[src/rtl/errcnt_snapshot.sv]
module errcnt_snapshot #(
  parameter int NUM_CNT = 3,
  parameter int CNT_W   = 16,
  localparam int AW     = $clog2(NUM_CNT + 1)
) (
  input  logic               clk,
  input  logic               rst_n,
  input  logic [NUM_CNT-1:0] err_evt,
  input  logic               upd_bit,
  input  logic               auto_en,
  input  logic               upd_pin,
  input  logic [AW-1:0]      rd_addr,
  output logic [CNT_W-1:0]   rd_data,
  output logic               busy,
  output logic               done
);

  localparam logic [CNT_W-1:0] TOP = '1;

  logic [CNT_W-1:0] run_q  [NUM_CNT];
  logic [CNT_W-1:0] hold_q [NUM_CNT];
  logic             req_s1, req_s2, done_q;

  wire req_in = (upd_bit & auto_en) | upd_pin;
  wire fire   = req_s1 & ~req_s2;

  assign busy = fire;
  assign done = done_q;

  always_ff @(posedge clk or negedge rst_n) begin
    if (!rst_n) begin
      req_s1 <= 1'b0;
      req_s2 <= 1'b0;
      done_q <= 1'b0;
    end else begin
      req_s1 <= req_in;
      req_s2 <= req_s1;
      done_q <= fire;
    end
  end

  for (genvar g = 0; g < NUM_CNT; g++) begin : g_cnt
    always_ff @(posedge clk or negedge rst_n) begin
      if (!rst_n) begin
        run_q[g]  <= '0;
        hold_q[g] <= '0;
      end else if (fire) begin
        hold_q[g] <= run_q[g];
        run_q[g]  <= err_evt[g] ? CNT_W'(1) : '0;
      end else if (err_evt[g] && run_q[g] != TOP) begin
        run_q[g]  <= run_q[g] + CNT_W'(1);
      end
    end

    a_r2_count_step: assert property (@(posedge clk) disable iff (!rst_n)
      (!fire && err_evt[g] && run_q[g] != TOP) |=> run_q[g] == $past(run_q[g]) + CNT_W'(1));
    a_r3_no_overflow: assert property (@(posedge clk) disable iff (!rst_n)
      (!fire && run_q[g] == TOP) |=> run_q[g] == TOP);
    a_r7_evt_kept: assert property (@(posedge clk) disable iff (!rst_n)
      (fire && err_evt[g]) |=> run_q[g] == CNT_W'(1));
    a_r7_copy: assert property (@(posedge clk) disable iff (!rst_n)
      fire |=> hold_q[g] == $past(run_q[g]));
    a_r10_hold_stable: assert property (@(posedge clk) disable iff (!rst_n)
      !done |-> $stable(hold_q[g]));
  end

  always_comb begin
    rd_data = '0;
    for (int i = 0; i < NUM_CNT; i++)
      if (rd_addr == AW'(i)) rd_data = hold_q[i];
  end

  a_r8_done_follows_busy: assert property (@(posedge clk) disable iff (!rst_n)
    busy |=> done);
  a_r8_done_single: assert property (@(posedge clk) disable iff (!rst_n)
    done |=> !done);
  a_r4_no_level_retrigger: assert property (@(posedge clk) disable iff (!rst_n)
    ($past(req_in) && req_in && $past(req_in, 2)) |=> !busy);

endmodule

[config.mk]
export PLATFORM = sky130hd
export DESIGN_NAME = errcnt_snapshot
export DESIGN_NICKNAME = d
export VERILOG_FILES = /design/src/rtl/errcnt_snapshot.sv
export SDC_FILE = /design/constraint.sdc
export NUM_CORES = 1
export LEC_CHECK = 0
export BUFFER_PORTS_ARGS = -buffer_cell sky130_fd_sc_hd__buf_4
export CORE_MARGIN = 2
export CORE_UTILIZATION = 34
export DETAILED_ROUTE_END_ITERATION = 16
export PLACE_DENSITY = 0.59
export SLEW_MARGIN = 10
export SYNTH_ARGS = -nofsm -noshare
export SYNTH_HDL_FRONTEND = slang
export SYNTH_SLANG_ARGS = --single-unit
[constraint.sdc]
create_clock -name clk -period 2.22 [get_ports clk]
set_input_delay 0.333 -clock clk [delete_from_list [all_inputs] [get_ports clk]]
set_output_delay 0.333 -clock clk [all_outputs]
set_load 0.005 [all_outputs]
Word level (Yosys, flattened, before mapping)
Index checks and enable logic that the tools add are counted.
{"block": "classes", "n_addsub": 3, "eq_ne": 5, "muxes": 12, "n_bitwise": 4, "n_reduce_logical": 7}
{"op": "2-to-1 mux 16 bit", "n": 9}
{"op": "adder 16 x 1 -> 16 bit, second input constant", "n": 3}
{"op": "!= test 16 bit, second input constant", "n": 3}
{"op": "nonzero test 2 bit", "n": 3}
{"op": "logical AND 1 bit", "n": 3}
{"op": "2-to-1 mux 1 bit", "n": 3}
{"op": "AND 1 bit", "n": 2}
{"op": "equality test 2 x 1 -> 1 bit, second input constant", "n": 1}
{"op": "equality test 2 bit, second input constant", "n": 1}
{"op": "logical NOT 2 bit", "n": 1}
{"op": "inverter 1 bit", "n": 1}
{"op": "OR 1 bit", "n": 1}
{"block": "word_totals", "reg_bits": 99, "inputBits": 10, "out_inout_bits": 18, "elab_cells": 40}

Logic depth before layout (Yosys ltp)
{"block": "depth", "ltp_word": 4, "ltp_mapped": 6, "mapped_depth_nobuf": 5}

Least setup slack after synthesis
OpenSTA, ideal clock, no wires.
{"block": "synth_timing", "path_kind": "register to register", "from": "register run_q[16] (netlist bit)", "to": "register run_q[19] (netlist bit)", "setup_time_ps": 78, "arrival_time_ps": 1804, "required_ps": 2142, "setup_slack_ps": 338, "path_stages_with_launch": 7, "n_path_buf": 1, "period_less_slack_ps": 1882, "cell_sequence": "dfrtp_1 > ha_1 > nand4_1 > o41ai_2 > clkbuf_1 > o21ai_0 > a21oi_1"}
{"block": "synth_between", "elab_chain_len": 3, "word_cells_on_any_way": 6, "cone_classes": "add/sub: 1; eq/ne: 1; mux: 2; reduce/logical: 2"}
{"item": "from (decl)", "line": "20", "rtl": "logic [CNT_W-1:0] run_q [NUM_CNT];"}
{"item": "from (signal, indexed assignment)", "line": "49", "rtl": "run_q[g] <= err_evt[g] ? CNT_W'(1) : '0;"}
{"item": "from (signal, indexed assignment)", "line": "51", "rtl": "run_q[g] <= run_q[g] + CNT_W'(1);"}
{"item": "adder 16 x 1 -> 16 bit / != test 16 bit (equally long branches)", "line": "51, 50"}
{"item": "2-to-1 mux 16 bit / logical AND 1 bit (equally long branches)", "line": "50", "rtl": "end else if (err_evt[g] && run_q[g] != TOP) begin"}
{"item": "2-to-1 mux 16 bit / nonzero test 2 bit (equally long branches)"}
Several ways; a longest one is shown, not always the timed one. The select of a mux whose other input is x is not followed.
A chain may end at the register's enable or synchronous reset.

Worst setup path in the final report
{"block": "layout_timing", "from": "register run_q[1] (netlist bit)", "to": "register run_q[15] (netlist bit)"}
Same word-level chain as after synthesis.

==> reports/results.txt <==
source-to-sink clock delay at the later pin of the worst-skew pair: 0.35 ns
pin count of the biggest net entering global routing: 80
CTS tree: yes
final critical-path required period: 2.017 ns
number of fill cells in the layout: 1,393
crit path max fanout: 6
Max-cap violations: 0
Post-Syn Area per Cell: 8.777 um2
dominant delay contributor by cell family on the critical path: simple AND/OR/NAND/NOR gates
Synth Area in XOR/XNOR: 0
most common cell after layout, fill and taps aside: nand2_1
Overall Global Routing Usage: 0.1656
area taken by flip-flops and latches: 0.002477 mm2
top library cells by usage in the layout, fill and taps aside: 172 x nand2_1, 99 x dfrtp_1, 42 x o21ai_0, 41 x buf_4, 33 x a21oi_1
Yosys cell types: 39
overall die height: 123.4 um
Routed Antenna Nets: 0
remaining routing DRC violations: 0
Seq/Total Area, Yosys: 0.5114
startpoint of the lowest-slack register-to-register path: run_q[1]$_DFFE_PN0P_
mux cell area share after synthesis: 0.04132
terminating pin of the worst hold path: req_s1$_DFF_PN0_
first-pass GRT wire length: 19,780 um
number of global-route vias before repair: 3,939
overall die width: 123.4 um
dominant combinational cell family by area after synthesis: simple AND/OR/NAND/NOR gates
max_slew headroom: 0.4795
simple logic cell fraction of the synthesized area: 0.2632
Leakage: 2.580 nW
std cell rows: 43
R2R depth: 5
compound-cell area share of the yosys netlist: 0.1444
#FFs+latches synth: 99
Worst Hold Launch: upd_pin
CTS H-Tree Depth: 3
number of post-CTS setup repair buffers: 0
number of stages on the worst setup path: 5
number of sinks driven by the clock tree: 99
Worst R2R End: run_q[15]$_DFFE_PN0P_
average wire per cell in the routed design: 15.46 um
Setup Viol. Count Final: 0
clock skew: 0.007394 ns
sum of buffers and inverters on the critical path: 0
layout cell share with drive strength beyond 1: 0.1084
Net Count, Synth: 565
ordered cell list for the critical path: ha_1, nand3_1, or4_1, and3_1, mux2i_1
startpoint kind of the worst setup timing path: register
signal arrival time at the worst endpoint: 2.24 ns
Peak VDD IR: 374.1 uV
via density per instance: 5.459
Final Routed Wirelength: 11,780 um
number of nets in the layout: 589
number of buffers created by CTS: 9
unrepaired setup endpoints after global routing: no
Worst Setup Path Type: reg -> reg
share of synthesized cell area in full adder, half adder and majority cells: 0.007748
yosys synthesis warning count: 0
antenna violations before repair: 0
first-iteration detailed-routing DRC count: 282
Crit path required time: 2.45 ns
number of instances in the synthesized netlist: 552
maximum clock frequency: 495.7 MHz
count of input and output buffers: 27
die area: 0.01522 mm2
post-synthesis instance area: 0.004845 mm2
Setup TNS: 0 ns
multi-input gate area in the final layout: 0.002217 mm2
post-route insts no fill: 762
period utilisation layout: 0.9087
total vias in the final route: 4,160
core region area: 0.01388 mm2
Detailed Place HPWL: 8238 um
initial core utilization: 0.3490
class of the tightest hold or removal check: in -> reg
global route total overflow: 0
Syn-to-layout area delta: 16.01%
Critical Path End Type: register
Crit path largest cell delay: 0.66 ns
DRT Pass-1 Iters: 6
clock tree root buffer cell: clkbuf_16
Routability Congestion: 0.7943
power density normalized to cell area: 732.8 mW/mm2
final max-slew violation count: 0
R2R Setup Slk: 0.20 ns
clock-pin slew on the worst setup and hold paths: 0.07 ns
Clock Path Buffers: 2
I/O pins: 28
number of hold-slack violations in the final timing report: 0
critical-path cell with the highest stage delay: or4_1
status: finished, final reports clean
Least-Margin Pin Slew: 0.7808 ns
number of cells traversed by the worst hold path: 2
Placed Cells incl. Taps: 744
## state kept, by name, indices dropped and copies added (netlist names)
signal,cells
run_q,48
done,1
req_s1,1
req_s2,1
hold_q,48
## cells in the mapped netlist
cell type  number  area (um2)
and3_1         10       62.56
nand2_1       172       645.6
o311a_1         1       10.01
o41ai_2         1       16.27
or2_2           2       12.51
o211a_1         1       10.01
a41oi_1         1       8.760
mux2i_1        20       200.2
nor3_1          6       30.03
clkbuf_1       27       101.4
o21ai_0        42       210.2
a21boi_0        1       7.510
nor2_1          5       18.77
o2111ai_1       1       8.760
o41ai_1         5       43.79
a211o_1         1       8.760
inv_1          10       37.54
ha_1            3       37.54
a31oi_1         2       12.51
a21oi_1        33       165.2
or3_1          10       62.56
nor2b_1         1       6.260
a21o_1          2       15.01
and4_1          7       61.31
nand4_1        11       68.82
o31ai_1        13       97.59
o311ai_1        1       8.760
or4_1          16       120.1
dfrtp_1        99        2477
buf_1           2       7.510
inv_2           1       3.750
and2_1          1       6.260
nor4_1          4       25.02
o211ai_1        3       22.52
nand3_1        26       130.1
o311ai_0        5       43.79
buf_2           1       5.000
nand2b_1        4       25.02
a41o_1          1       10.01
## layout make-up
cell class | count | area share
Sequential cell | 99 | 0.4408
Inverter | 11 | 0.007346
Timing Repair Buffer | 43 | 0.06011
Clock inverter | 6 | 0.01603
Clock buffer | 10 | 0.04074
Tap cell | 180 | 0.04007
Multi-Input combinational cell | 412 | 0.3945
Antenna cell | 1 | 0.0004452
## routing by layer
metal,routed length (um),vias up,global-route usage
met5,0,-,0
met4,148,0,0.06179
met3,479,11,0.02306
met2,5370,96,0.2497
met1,5784,2039,0.2415
li1,-,2014,-
## worst reg2reg max path: stages (launching register included)
cell	delay [ns]
dfrtp_1	0.44
ha_1	0.26
nand3_1	0.20
or4_1	0.66
and3_1	0.22
mux2i_1	0.12
## cells by family (layout without fill, tap and decap cells)
group                    count (synthesis)  after routing
AND/OR/NAND/NOR                        275            275
AO/OA/AOI/OAI                          114            114
flip-flops                              99             99
buffers and inverters                   41             70
multiplexers                            20             20
adder cells (fa/ha/maj)                  3              3
other                                    0              1
## timing repair
item                                    4_1_cts  5_1_grt
resized for setup                             0        1
hold endpoints to repair                     31        0
hold buffers                                  1        0
endpoints found under the setup margin        0        7
## power by group
part / internal, mW / switching [mW] / total, mW / leakage (nW)
Combinational: 0.153 / 0.251 / 0.404 / 1.07
Sequential: 1.91 / 0.117 / 2.03 / 1.35
Clock: 0.990 / 0.696 / 1.69 / 0.153
## through the flow
step	power [mW]	setup WS, ns	hold WS, ns	utilization	instance area [um2]
2_1_floorplan	2.276	0.3381	0.03741	-	4845
3_3_place_gp	2.457	0.06917	0.3330	0.3808	5286
3_5_place_dp	2.472	0.06724	0.3363	0.3808	5286
4_1_cts	4.156	0.05339	0.1578	0.4045	5615
5_1_grt	4.301	0.06862	0.1689	0.4047	5618
6_report	4.119	0.2028	0.1644	0.4049	5620
## how the worst max path moves through the flow
stage | from | end | slack [ns]
final | run_q[1]$_DFFE_PN0P_ | run_q[15]$_DFFE_PN0P_ | 0.20
after global routing | run_q[0]$_DFFE_PN0P_ | run_q[15]$_DFFE_PN0P_ | 0.07
after CTS | rd_addr[0] | rd_data[12] | 0.05
after detailed placement | rd_addr[0] | rd_data[12] | 0.07
after global placement | rd_addr[0] | rd_data[12] | 0.07
after floorplan | run_q[16]$_DFFE_PN0P_ | run_q[19]$_DFFE_PN0P_ | 0.34
Power figures use the tool's default switching activity.
